**config.mk**
```make
export PLATFORM = sky130hd
export DESIGN_NAME = cmp_timer
export DESIGN_NICKNAME = d
export VERILOG_FILES = /design/src/rtl/cmp_timer_pkg.sv /design/src/rtl/cmp_timer_div.sv /design/src/rtl/cmp_timer_cmp.sv /design/src/rtl/cmp_timer.sv
export SDC_FILE = /design/constraint.sdc
export NUM_CORES = 1
export LEC_CHECK = 0
export BUFFER_PORTS_ARGS = -buffer_cell sky130_fd_sc_hd__buf_4
export CAP_MARGIN = 5
export CORE_ASPECT_RATIO = 2
export CORE_UTILIZATION = 35
export DETAILED_ROUTE_END_ITERATION = 7
export PLACE_DENSITY = 0.52
export SYNTH_ARGS = -nofsm -noshare
export SYNTH_HDL_FRONTEND = slang
export SYNTH_SLANG_ARGS = --single-unit
```
**constraint.sdc**
```tcl
create_clock -name clk -period 6.65 [get_ports clk]
set_input_delay 0.3325 -clock clk [delete_from_list [all_inputs] [get_ports clk]]
set_output_delay 0.3325 -clock clk [all_outputs]
set_load 0.005 [all_outputs]
```
**src/rtl/cmp_timer_pkg.sv**
```systemverilog
package cmp_timer_pkg;
    // control bit positions
    localparam int CTL_EN    = 0;
    localparam int CTL_ENMOD = 1;
    localparam int CTL_DBG   = 2;
    localparam int CTL_WAIT  = 3;
    localparam int CTL_DOZE  = 4;
    localparam int CTL_STOP  = 5;
    localparam int CTL_SRC   = 6;
    localparam int SRC_W     = 3;
    localparam int CTL_FRR   = 9;
    localparam int CTL_SWR   = 15;

    localparam logic [31:0] CTL_WMASK = ~32'h0000_7C14;
    localparam logic [31:0] CTL_KEEP  = (32'd1 << CTL_EN) | (32'd1 << CTL_ENMOD) |
                                        (32'd1 << CTL_DBG) | (32'd1 << CTL_WAIT) |
                                        (32'd1 << CTL_DOZE) | (32'd1 << CTL_STOP) |
                                        (32'd7 << CTL_SRC);

    // status / enable flag positions
    localparam int FLAG_W  = 6;
    localparam int FLG_ROV = 5;

    typedef enum logic [3:0] {
        IDX_CTL  = 4'd0,
        IDX_DIV  = 4'd1,
        IDX_STS  = 4'd2,
        IDX_IEN  = 4'd3,
        IDX_CMP1 = 4'd4,
        IDX_CMP2 = 4'd5,
        IDX_CMP3 = 4'd6,
        IDX_CAP1 = 4'd7,
        IDX_CAP2 = 4'd8,
        IDX_CNT  = 4'd9
    } reg_idx_e;
endpackage

```
**src/rtl/cmp_timer_div.sv**
```systemverilog
module cmp_timer_div #(
    parameter int DIV_W = 12,
    parameter int SRC_W = 3,
    localparam int NSRC = 1 << SRC_W
) (
    input  logic             clk,
    input  logic             rst_n,
    input  logic [NSRC-1:0]  tick_src,
    input  logic [SRC_W-1:0] src_sel,
    input  logic             run,
    input  logic [DIV_W-1:0] div,
    input  logic             clr,
    output logic             adv
);
    logic [DIV_W-1:0] pre_d, pre_q;
    logic             tick;

    always_comb begin
        tick  = (src_sel != '0) && tick_src[src_sel];
        pre_d = pre_q;
        adv   = 1'b0;
        if (clr) begin
            pre_d = '0;
        end else if (run && tick) begin
            if (pre_q >= div) begin
                pre_d = '0;
                adv   = 1'b1;
            end else begin
                pre_d = pre_q + 1'b1;
            end
        end
    end

    always_ff @(posedge clk or negedge rst_n) begin
        if (!rst_n) pre_q <= '0;
        else        pre_q <= pre_d;
    end
endmodule

```
**src/rtl/cmp_timer_cmp.sv**
```systemverilog
module cmp_timer_cmp #(
    parameter int CNT_W = 32,
    parameter int NCH   = 3
) (
    input  logic [CNT_W-1:0]          cnt_nx,
    input  logic                      step,
    input  logic [NCH-1:0][CNT_W-1:0] cmp,
    input  logic [NCH-1:0]            ena,
    output logic [NCH-1:0]            hit
);
    for (genvar c = 0; c < NCH; c++) begin : g_ch
        assign hit[c] = step && ena[c] && (cnt_nx == cmp[c]);
    end
endmodule

```
**src/rtl/cmp_timer.sv**
```systemverilog
module cmp_timer
    import cmp_timer_pkg::*;
#(
    parameter int CNT_W = 32,
    parameter int DIV_W = 12,
    localparam int NCH  = 3,
    localparam int NSRC = 1 << SRC_W
) (
    input  logic            clk,
    input  logic            rst_n,
    input  logic [NSRC-1:0] tick_src,
    input  logic            bus_sel,
    input  logic            bus_we,
    input  logic [3:0]      bus_word,
    input  logic [31:0]     bus_wdata,
    output logic [31:0]     bus_rdata,
    output logic            irq
);
    typedef struct packed {
        logic [31:0]               ctl;
        logic [DIV_W-1:0]          div;
        logic [FLAG_W-1:0]         sts;
        logic [FLAG_W-1:0]         ien;
        logic [NCH-1:0][CNT_W-1:0] cmp;
        logic [CNT_W-1:0]          cnt;
    } regs_t;

    regs_t st_d, st_q;

    logic             wr, soft_rst, en_restart, pre_clr, adv;
    logic [31:0]      ctl_wv;
    logic [CNT_W-1:0] cnt_nx;
    logic [NCH-1:0]   hit;
    logic             rov_evt, frr;

    assign wr         = bus_sel && bus_we;
    assign ctl_wv     = bus_wdata & CTL_WMASK;
    assign soft_rst   = wr && (bus_word == IDX_CTL) && ctl_wv[CTL_SWR];
    assign en_restart = wr && (bus_word == IDX_CTL) && ctl_wv[CTL_EN] &&
                        !st_q.ctl[CTL_EN] && ctl_wv[CTL_ENMOD];
    assign pre_clr    = soft_rst || en_restart;
    assign frr        = st_q.ctl[CTL_FRR];

    cmp_timer_div #(.DIV_W(DIV_W), .SRC_W(SRC_W)) div_i (
        .clk      (clk),
        .rst_n    (rst_n),
        .tick_src (tick_src),
        .src_sel  (st_q.ctl[CTL_SRC +: SRC_W]),
        .run      (st_q.ctl[CTL_EN]),
        .div      (st_q.div),
        .clr      (pre_clr),
        .adv      (adv)
    );

    assign cnt_nx = (!frr && st_q.cnt == st_q.cmp[0]) ? '0 : st_q.cnt + 1'b1;

    cmp_timer_cmp #(.CNT_W(CNT_W), .NCH(NCH)) cmp_i (
        .cnt_nx (cnt_nx),
        .step   (adv),
        .cmp    (st_q.cmp),
        .ena    (st_q.ien[NCH-1:0]),
        .hit    (hit)
    );

    assign rov_evt = adv && (st_q.cnt == '1) && st_q.ien[FLG_ROV];

    always_comb begin
        logic [FLAG_W-1:0] set_v, clr_v;
        st_d  = st_q;
        set_v = '0;
        set_v[NCH-1:0] = hit;
        set_v[FLG_ROV] = rov_evt;
        clr_v = (wr && bus_word == IDX_STS) ? bus_wdata[FLAG_W-1:0] : '0;
        st_d.sts = (st_q.sts & ~clr_v) | set_v;
        if (adv) st_d.cnt = cnt_nx;
        if (wr) begin
            case (bus_word)
                IDX_CTL: begin
                    if (ctl_wv[CTL_SWR]) begin
                        st_d.ctl = ctl_wv & CTL_KEEP;
                        st_d.div = '0;
                        st_d.sts = '0;
                        st_d.ien = '0;
                        st_d.cmp = '1;
                        st_d.cnt = '0;
                    end else begin
                        st_d.ctl = ctl_wv;
                        if (en_restart) st_d.cnt = '0;
                    end
                end
                IDX_DIV:  st_d.div = bus_wdata[DIV_W-1:0];
                IDX_IEN:  st_d.ien = bus_wdata[FLAG_W-1:0];
                IDX_CMP1: begin
                    st_d.cmp[0] = bus_wdata[CNT_W-1:0];
                    if (!frr) st_d.cnt = '0;
                end
                IDX_CMP2: st_d.cmp[1] = bus_wdata[CNT_W-1:0];
                IDX_CMP3: st_d.cmp[2] = bus_wdata[CNT_W-1:0];
                default: ;
            endcase
        end
    end

    always_ff @(posedge clk or negedge rst_n) begin
        if (!rst_n) begin
            st_q     <= '0;
            st_q.cmp <= '1;
        end else begin
            st_q <= st_d;
        end
    end

    always_comb begin
        case (bus_word)
            IDX_CTL:  bus_rdata = st_q.ctl;
            IDX_DIV:  bus_rdata = 32'(st_q.div);
            IDX_STS:  bus_rdata = 32'(st_q.sts);
            IDX_IEN:  bus_rdata = 32'(st_q.ien);
            IDX_CMP1: bus_rdata = 32'(st_q.cmp[0]);
            IDX_CMP2: bus_rdata = 32'(st_q.cmp[1]);
            IDX_CMP3: bus_rdata = 32'(st_q.cmp[2]);
            IDX_CNT:  bus_rdata = 32'(st_q.cnt);
            default:  bus_rdata = '0;
        endcase
    end

    assign irq = st_q.ctl[CTL_EN] && (|(st_q.sts & st_q.ien));

    AST_ADV_STEP: assert property (@(posedge clk) disable iff (!rst_n)
        (adv && !wr && frr) |=> (st_q.cnt == CNT_W'($past(st_q.cnt) + 1'b1)));
    AST_SRC0_HOLD: assert property (@(posedge clk) disable iff (!rst_n)
        (st_q.ctl[CTL_SRC +: SRC_W] == '0 && !wr) |=> $stable(st_q.cnt));
    AST_ROV_SET: assert property (@(posedge clk) disable iff (!rst_n)
        (adv && !wr && st_q.cnt == '1 && st_q.ien[FLG_ROV]) |=> st_q.sts[FLG_ROV]);
    AST_RESTART_WRAP: assert property (@(posedge clk) disable iff (!rst_n)
        (adv && !wr && !frr && st_q.cnt == st_q.cmp[0]) |=> (st_q.cnt == '0));
    AST_CNT_FROZEN: assert property (@(posedge clk) disable iff (!rst_n)
        (!st_q.ctl[CTL_EN] && !wr) |=> $stable(st_q.cnt));
endmodule

```
# After elaboration in Yosys (flattened, before gate mapping)
# Index checks and enable logic that the tools add are counted.
[op_classes] addsub=2 n_mul=0 div=0 order_cmp=2 n_eq_ne=13 shifts=0 mux=24 n_bitwise=4 reduce_logical=37
[op_table] cell="$pmux 32 s8" count=1
[op_table] cell="$mux 32" count=6
[op_table] cell="$mux 140" count=1
[op_table] cell="$eq 32x32->1" count=4
[op_table] cell="$pmux 32 s2" count=2
[op_table] cell="$pmux 64 s2" count=1
[op_table] cell="$mux 120" count=1
[op_table] cell="$mux 12" count=3
[op_table] cell="$add 32x1->32 const B" count=1
[op_table] cell="$eq 32x32->1 const B" count=1
[op_table] cell="$pmux 12 s2" count=1
[op_table] cell="$logic_and 1x1->1" count=19
[op_table] cell="$reduce_and 3->1" count=5
[op_table] cell="$add 12x1->12 const B" count=1
[op_table] cell="$and 6x6->6" count=2
[op_table] cell="$eq 4x3->1 const B" count=3
[op_table] cell="$ge 12x12->1" count=1
[op_table] cell="$mux 6" count=2
[op_table] cell="$pmux 6 s2" count=1
[op_table] cell="$reduce_bool 2->1" count=6
[op_table] cell="$eq 4x2->1 const B" count=2
[op_table] cell="$not 6->6" count=1
[op_table] cell="$or 6x6->6" count=1
[op_table] cell="$reduce_or 6->1" count=1
[op_table] cell="11 further kinds" count=15
[word_totals] reg_bits=196 latch_bits=0 mem_bits_rw=0 mem_bits_ro=0 input_bits=48 out_inout_bits=33 elab_cells=91 n_memories=0

# Depth between registers and ports, before layout
# Gate-level depths: netlist of the first run.
[depth] depth_word=13 ltp_mapped=13 ltp_nobuf=11

# Hierarchy
# A second synthesis of the first run with hierarchy kept.
[hier_totals] cells_unflattened=1390 area_unflattened_um2=11817.6
[modules_own_cells] mod="cmp_timer" instances=1 cells_per_inst=1136 area_each_um2=9679.3 seq_area_each_um2=4524.3
[modules_own_cells] mod="cmp_timer_div" instances=1 cells_per_inst=122 area_each_um2=1077.3 seq_area_each_um2=300.3
[modules_own_cells] mod="cmp_timer_cmp" instances=1 cells_per_inst=132 area_each_um2=1061.0 seq_area_each_um2=0.0

# Worst setup path before layout of the first run
# Ideal clock, no wire load.
[synth_path] path_kind="register to register" start="register st_q[1] (netlist bit)" end="register st_q[134] (netlist bit)" setup_time_ns=0.076 arrival_time_ns=3.124 required_time_ns=6.574 path_slack_ns=3.449 stages_incl_launch_ff=11 n_path_buf=0 synth_period_minus_slack_ns=3.201 path_cell_list="dfrtp_1 > ha_1 > nand4_1 > nor3_1 > nand4_1 > xor2_1 > or4b_2 > o311ai_0 > o2111ai_1 > or4_1 > o21ai_1"
[synth_lines] item="from (decl)" line_no="cmp_timer.sv:28" text="regs_t st_d, st_q;"
[synth_lines] item="from (signal assigned)" line_no="cmp_timer.sv:109" text="st_q <= st_d;"

==> results of run 1 <==
[registers in the layout, indices dropped and copies added, names as in the netlist]
register	count
st_q	175
div_i.pre_q	12
frr	1
[report_power, final]
part	internal [W]	total [W]	leakage [nW]	switching [W]
Combinational	0.000358	0.000729	2.91	0.000372
Sequential	0.00148	0.00190	2.26	0.000428
Clock	0.000519	0.00107	0.296	0.000553
Total	0.00235	0.00371	5.47	0.00135
[layout by cell type (no fill, tap or decap), types with 8 or more instances in the layout]
cell / count
clkbuf_16: 17
a21oi_1: 78
nand3_1: 65
o211ai_1: 12
a222oi_1: 22
a22o_1: 37
o21a_1: 8
buf_4: 111
a22oi_1: 64
xor2_1: 51
nor3_1: 29
and3_1: 16
or3_1: 9
a31oi_1: 9
nor4_1: 22
o22ai_1: 16
nand2b_1: 9
nor2_1: 129
o22a_1: 35
dfrtp_1: 92
xnor2_1: 33
inv_1: 33
nand4_1: 22
nand2_1: 133
dfstp_2: 96
o21ai_0: 66
ha_1: 14
[critical path: stages, from the launching register on]
cell	delay (ns)
dfrtp_1	0.71
xor2_1	0.23
nor4_1	0.66
nand4_1	0.53
nor3_4	0.28
buf_4	0.56
nor2_1	0.24
xor2_1	0.19
or4_1	0.52
or4_1	0.45
o21ai_1	0.14
[final timing paths]
kind	startpoint	end	slack [ns]	cells past startpoint
setup / recovery	st_q[0]$_DFF_PN0_	st_q[134]$_DFF_PN0_	2.05	10
hold / removal	bus_wdata[19]	st_q[115]$_DFFE_PN1P_	0.10	2
setup reg to reg	st_q[0]$_DFF_PN0_	st_q[134]$_DFF_PN0_	2.05	10
hold reg to reg	st_q[157]$_DFFE_PN0N_	st_q[157]$_DFFE_PN0N_	0.50	2
max in group asynchronous	rst_n	st_q[26]$_DFF_PN0_	4.82	3
min in group asynchronous	rst_n	div_i.pre_q[7]$_DFFE_PN0P_	0.53	2
[timing repair]
item | in CTS | in global routing
hold endpoints to repair | 9 | 0
hold buffers | 1 | 0
buffers inserted | 0 | 0
[cell families (layout without fill, tap and decap cells)]
family | count (synthesis) | count (layout) | synth area share (%)
multiplexers | 9 | 9 | 0.955
AND/OR/NAND/NOR | 496 | 496 | 20.9
buffers and inverters | 134 | 178 | 4.59
flip-flops | 188 | 188 | 41.4
adder cells (fa/ha/maj) | 14 | 14 | 1.50
AO/OA/AOI/OAI | 399 | 399 | 24.2
XOR/XNOR | 85 | 85 | 6.50
[cell type report]
| class | instances | area share (%) |
|---|---|---|
| clock inverter | 14 | 1.32 |
| inverter | 33 | 0.931 |
| clock buffer | 18 | 3.30 |
| multi-input combinational | 1003 | 47.7 |
| tap | 432 | 4.06 |
| timing repair buffer | 113 | 6.44 |
| sequential | 188 | 36.3 |
[stage by stage]
| step | utilization, % | worst slack, ns | area [um^2] | power [W] |
|---|---|---|---|---|
| global placement | 38.6 | 2.19 | 12700 | 0.00261 |
| global route | 40.6 | 2.02 | 13300 | 0.00385 |
| finish | 40.6 | 2.05 | 13300 | 0.00371 |
| detailed placement | 38.6 | 2.23 | 12700 | 0.00263 |
| CTS | 40.6 | 2.21 | 13300 | 0.00372 |
| floorplan | - | 3.45 | 11700 | 0.00218 |
[layer usage]
layer	part of all wire (%)	vias up	track usage, %
met3	4.4	188	4.38
met2	52	487	56.9
li1	-	4996	-
met5	0	-	0
met4	10	0	29.8
met1	33	5615	31.3
==> metrics.cfg, run 1 <==
[synth]
synth_top_area_cell=dfstp_2
yosysWarnings=0
synth_ff_type=dfstp_2
synthCells=1325
ys_ff_latch=188
syn_avg_cell_area_um2=8.80
post_synth_instance_area_um2=11700
synth_edf_count=0
synth.area.top_cells=dfstp_2 22%, dfrtp_1 20%, nand2_1 4.4%
yosys.cell_count.top_type=nand2_1
synth_common_cells=137 x nand2_1, 132 x nor2_1, 96 x dfstp_2
synth_async_sr_flop_share_pct=100
synth_seq_area_share_pct=41.4
yosysUniqueCellTypes=74
synth_top_cell_area_share_pct=21.6
synth_fp_nets=1387

[floorplan]
die_w_um=131
num_io_pins=81
die_area_um2=34100
num_rows=94
core_um2=32800
start_util_pct=35.5
die_h_um=260

[clock_tree]
cts_tree=built
clk_path_buf_depth=2
htree_levels=4
numCtsBuffers=17
cts_root_buffer=clkbuf_16
clock_sinks=188
ctsResizeCount=0
clock_latency_ns=0.47
cts.clk_slew.worst_paths_ns=0.09

[global_routing]
overflow=0
grt_max_degree=106
antenna_found_initial=0
grtUsageTotal_pct=32.1
grt_pass1_wl_mm=76.7
grt_pass1_vias=11300

[drt]
drc=0
routed_wl_mm=52.8
drt_first_pass_iters=6
dr_total_vias=11300
via_per_inst=6.27
drtIter0Drc=1006
drtAntennaViolNets=0
routedWlPerCell_um=29.3

[setup_path]
end_kind=register
worstSetupPathType=reg2reg
required_ns=7.05
start_kind=register
cp.arrival_ns=5.00
path_max_fanout=56

[power]
p_leak_nw=5.47
powerDensity_nw_per_um2=278
ir_worst_vdd_mv=0.196

[timing]
fmax_mhz=217
min_period_ns=4.60
slew_viol_final=0
setup_viol=0
finalHoldViolCount=0
hold_ws_ns=0.102
finClkSkew_ns=0.0188
setup_tns_ns=0
relSlewSlack_pct=30.4
period_share_pct=69.2
grt_setup_unrepaired=false
tightest_slew_ns=1.04

[finish]
insertedDiodeCount=0
finalNonFillerCells=1801
multiInputGateArea_um2=6350
area_growth_pct=14.1
fill_cells=3360
register_area_um2=4820
drive_gt1_share_pct=19.9
nets=1418

[worst_hold_path]
min_path_type=in2reg

[run_status]
status=complete, no violations

[place]
io_buffers=79
placed_cells=1768
place_congestion=1.01
hpwlAfterDp_mm=38.7

[run]
max-cap-violations=0

(Power assumes the default switching activity.)
==> inputs of run 2 (changes only) <==
==> constraint.sdc (replaced) <==
create_clock -name clk -period 4.8 [get_ports clk]
set_input_delay 0.24 -clock clk [delete_from_list [all_inputs] [get_ports clk]]
set_output_delay 0.24 -clock clk [all_outputs]
set_load 0.005 [all_outputs]
==> run 2 against run 1 <==
Effect of this change: hold slack got worse by 0.090 ns; cell count grew 1.3%; register-to-register slack got worse by 1.1 ns; die area stayed put; critical path type unchanged; setup slack worse by 1.1 ns; critical path depth fell by 1; via count rose by 0.37%; sequential cell count unchanged; maximum frequency rose by 19%; non-clock buffer count increased by 23.
==> metrics.cfg, run 2 (synthesized netlist as in run 1, its figures left out) <==
[timing]
period_share_pct=80.5  ; was 69.2%
finalHoldViolCount=0  ; unchanged
setup_viol=0  ; unchanged
finClkSkew_ns=0.0173  ; was 0.0188 ns
min_period_ns=3.86  ; was 4.60 ns
grt_setup_unrepaired=false  ; unchanged
fmax_mhz=259  ; was 217 MHz
hold_ws_ns=0.0124  ; was 0.102 ns
slew_viol_final=0  ; unchanged
relSlewSlack_pct=17.7  ; was 30.4%
tightest_slew_ns=1.23  ; was 1.04 ns
setup_tns_ns=0  ; unchanged

[drt]
met1Wirelength_mm=17.1  ; was 17.5 mm
top_layer_used=met4  ; unchanged
wl_met2_mm=28.0  ; was 27.5 mm
drc=0  ; unchanged
routed_wl_mm=53.1  ; was 52.8 mm
routedWlPerCell_um=29.1  ; was 29.3 um
drtIter0Drc=997  ; was 1006
dr_wl_met3_mm=2.47  ; was 2.34 mm
drt_first_pass_iters=6  ; unchanged
drtAntennaViolNets=0  ; unchanged
dr_total_vias=11300  ; about the same
via_per_inst=6.21  ; was 6.27

[run_status]
status=complete, no violations  ; unchanged

[setup_path]
rrSetupSlack_ns=0.94  ; was 2.05 ns
crit-reg2reg-capture=st_q[134]$_DFF_PN0_  ; unchanged
crit_top_cell=or4_1
worstSetupPathType=reg2reg  ; unchanged
required_ns=5.20  ; was 7.05 ns
path_max_fanout=9  ; was 56
cpPeakStageDelay_ns=0.73  ; was 0.71 ns
cp.arrival_ns=4.26  ; was 5.00 ns
start_kind=register  ; unchanged
rr_worst_depth=9  ; was 10
path_cells=nand4_1 -> or4_4 -> nor4_1 -> xnor2_1 -> nor2_1 -> xor2_1 -> or4_1 -> or4_1 -> o21ai_1  ; was xor2_1 -> nor4_1 -> nand4_1 -> nor3_4 -> buf_4 -> nor2_1 -> xor2_1 -> or4_1 -> or4_1 -> o21ai_1
slowest_stage=dfrtp_1  ; unchanged
end_kind=register  ; unchanged
r2r-start=st_q[6]$_DFF_PN0_  ; was st_q[0]$_DFF_PN0_

[global_routing]
overflow=0  ; unchanged
grt_max_degree=97  ; was 106
grtUsageTotal_pct=32.4  ; was 32.1%
antenna_found_initial=0  ; unchanged
grt_pass1_vias=11500  ; was 11.3k
grt_pass1_wl_mm=77.5  ; was 76.7 mm

[clock_tree]
numCtsBuffers=17  ; unchanged
clock_latency_ns=0.48  ; was 0.47 ns
clock_sinks=188  ; unchanged
cts_tree=built  ; unchanged
htree_levels=4  ; unchanged
cts.clk_slew.worst_paths_ns=0.09  ; about the same
clk_path_buf_depth=2  ; unchanged
cts_setup_buffers=0  ; unchanged
cts_root_buffer=clkbuf_16  ; unchanged

[worst_hold_path]
hp-start=bus_wdata[22]  ; was bus_wdata[19]
min_path_type=in2reg  ; unchanged
min_path_cells=3  ; was 2
min_to=st_q[54]$_DFFE_PN1P_  ; was st_q[115]$_DFFE_PN1P_

[run]
max-cap-violations=0  ; unchanged

[floorplan]
start_util_pct=35.5  ; unchanged
die_h_um=260  ; unchanged
num_io_pins=81  ; unchanged
die_w_um=131  ; unchanged
die_area_um2=34100  ; unchanged
num_rows=94  ; unchanged
core_um2=32800  ; unchanged

[finish]
mostFrequentLayoutCells=134 x nand2_1, 129 x nor2_1, 126 x buf_4, 96 x dfstp_2, 92 x dfrtp_1  ; was 133 x nand2_1, 129 x nor2_1, 111 x buf_4, 96 x dfstp_2, 92 x dfrtp_1
final_common_cell=nand2_1  ; unchanged
insertedDiodeCount=0  ; unchanged
regMostFlops=st_q  ; unchanged
area_growth_pct=15.7  ; was 14.1%
nets=1441  ; was 1418
drive_gt1_share_pct=20.6  ; was 19.9%
largest_reg_flops=175  ; unchanged

[power]
p_leak_nw=5.58  ; was 5.47 nW
powerDensity_nw_per_um2=379  ; was 278 nW/um^2
ir_worst_vdd_mv=0.299  ; was 0.196 mV

[place]
hpwlAfterDp_mm=39.8  ; was 38.7 mm
place_congestion=0.995  ; was 1.01
io_buffers=79  ; unchanged

-- run 2: cell count changes in the layout (fill, tap and decap cells not counted), sizes merged --
cell	change
dlygate4sd3	+7
clkinv	-2
inv	+2
buf	+16
-- run 2: per-stage QoR --
stage	utilization, %	cells	area, um^2	setup slack, ns	power (W)
floorplan	-	1325	11700	1.60	0.00303
global placement	39.0	1784	12800	1.06	0.00362
detailed placement	39.0	1784	12800	1.06	0.00364
CTS	41.1	1824	13500	1.02	0.00512
finish	41.1	1824	13500	0.938	0.00511
global route	41.1	1824	13500	0.764	0.00532
-- run 2: how the worst max path moves through the flow --
stage / to / slack [ns] / start
6_report: st_q[134]$_DFF_PN0_ / 0.94 / st_q[6]$_DFF_PN0_
5_1_grt: st_q[134]$_DFF_PN0_ / 0.76 / st_q[1]$_DFF_PN0_
4_1_cts: st_q[134]$_DFF_PN0_ / 1.02 / st_q[1]$_DFF_PN0_
3_5_place_dp: st_q[134]$_DFF_PN0_ / 1.06 / st_q[1]$_DFF_PN0_
3_3_place_gp: st_q[135]$_DFF_PN0_ / 1.06 / st_q[13]$_DFF_PN0_
2_1_floorplan: st_q[134]$_DFF_PN0_ / 1.60 / st_q[1]$_DFF_PN0_
-- run 2: layer usage --
| metal | GRT usage, % | vias up |
|---|---|---|
| li1 | - | 5045 |
| met1 | 31.1 | 5567 |
| met2 | 58.5 | 501 |
| met3 | 4.59 | 215 |
| met4 | 28.8 | 0 |
| met5 | 0 | - |
-- run 2: repair_timing --
action / CTS / global route
hold endpoints to repair: 70 / 0
hold buffers: 8 / 0
resized for setup: 0 / 0
-- run 2: layout make-up --
class	instances	area (um^2)
Fill cell	3345	19300
Multi-Input combinational cell	1003	6340
Sequential cell	188	4820
Timing Repair Buffer	136	1060
Tap cell	432	541
Clock buffer	18	429
Clock inverter	14	170
Inverter	33	124
-- run 2: where the power goes --
group          switching (W)  total, W  internal, W
Combinational       0.000533   0.00104     0.000507
Clock               0.000758   0.00146     0.000706
Sequential          0.000563   0.00261      0.00205
Total                0.00185   0.00511      0.00326
-- run 2: worst max-delay path: cells and delay by family (launching register included) --
family	cells	cell delay, ns
XOR/XNOR	2	0.50
AO/OA/AOI/OAI	1	0.13
AND/OR/NAND/NOR	6	2.42
flip-flops	1	0.73
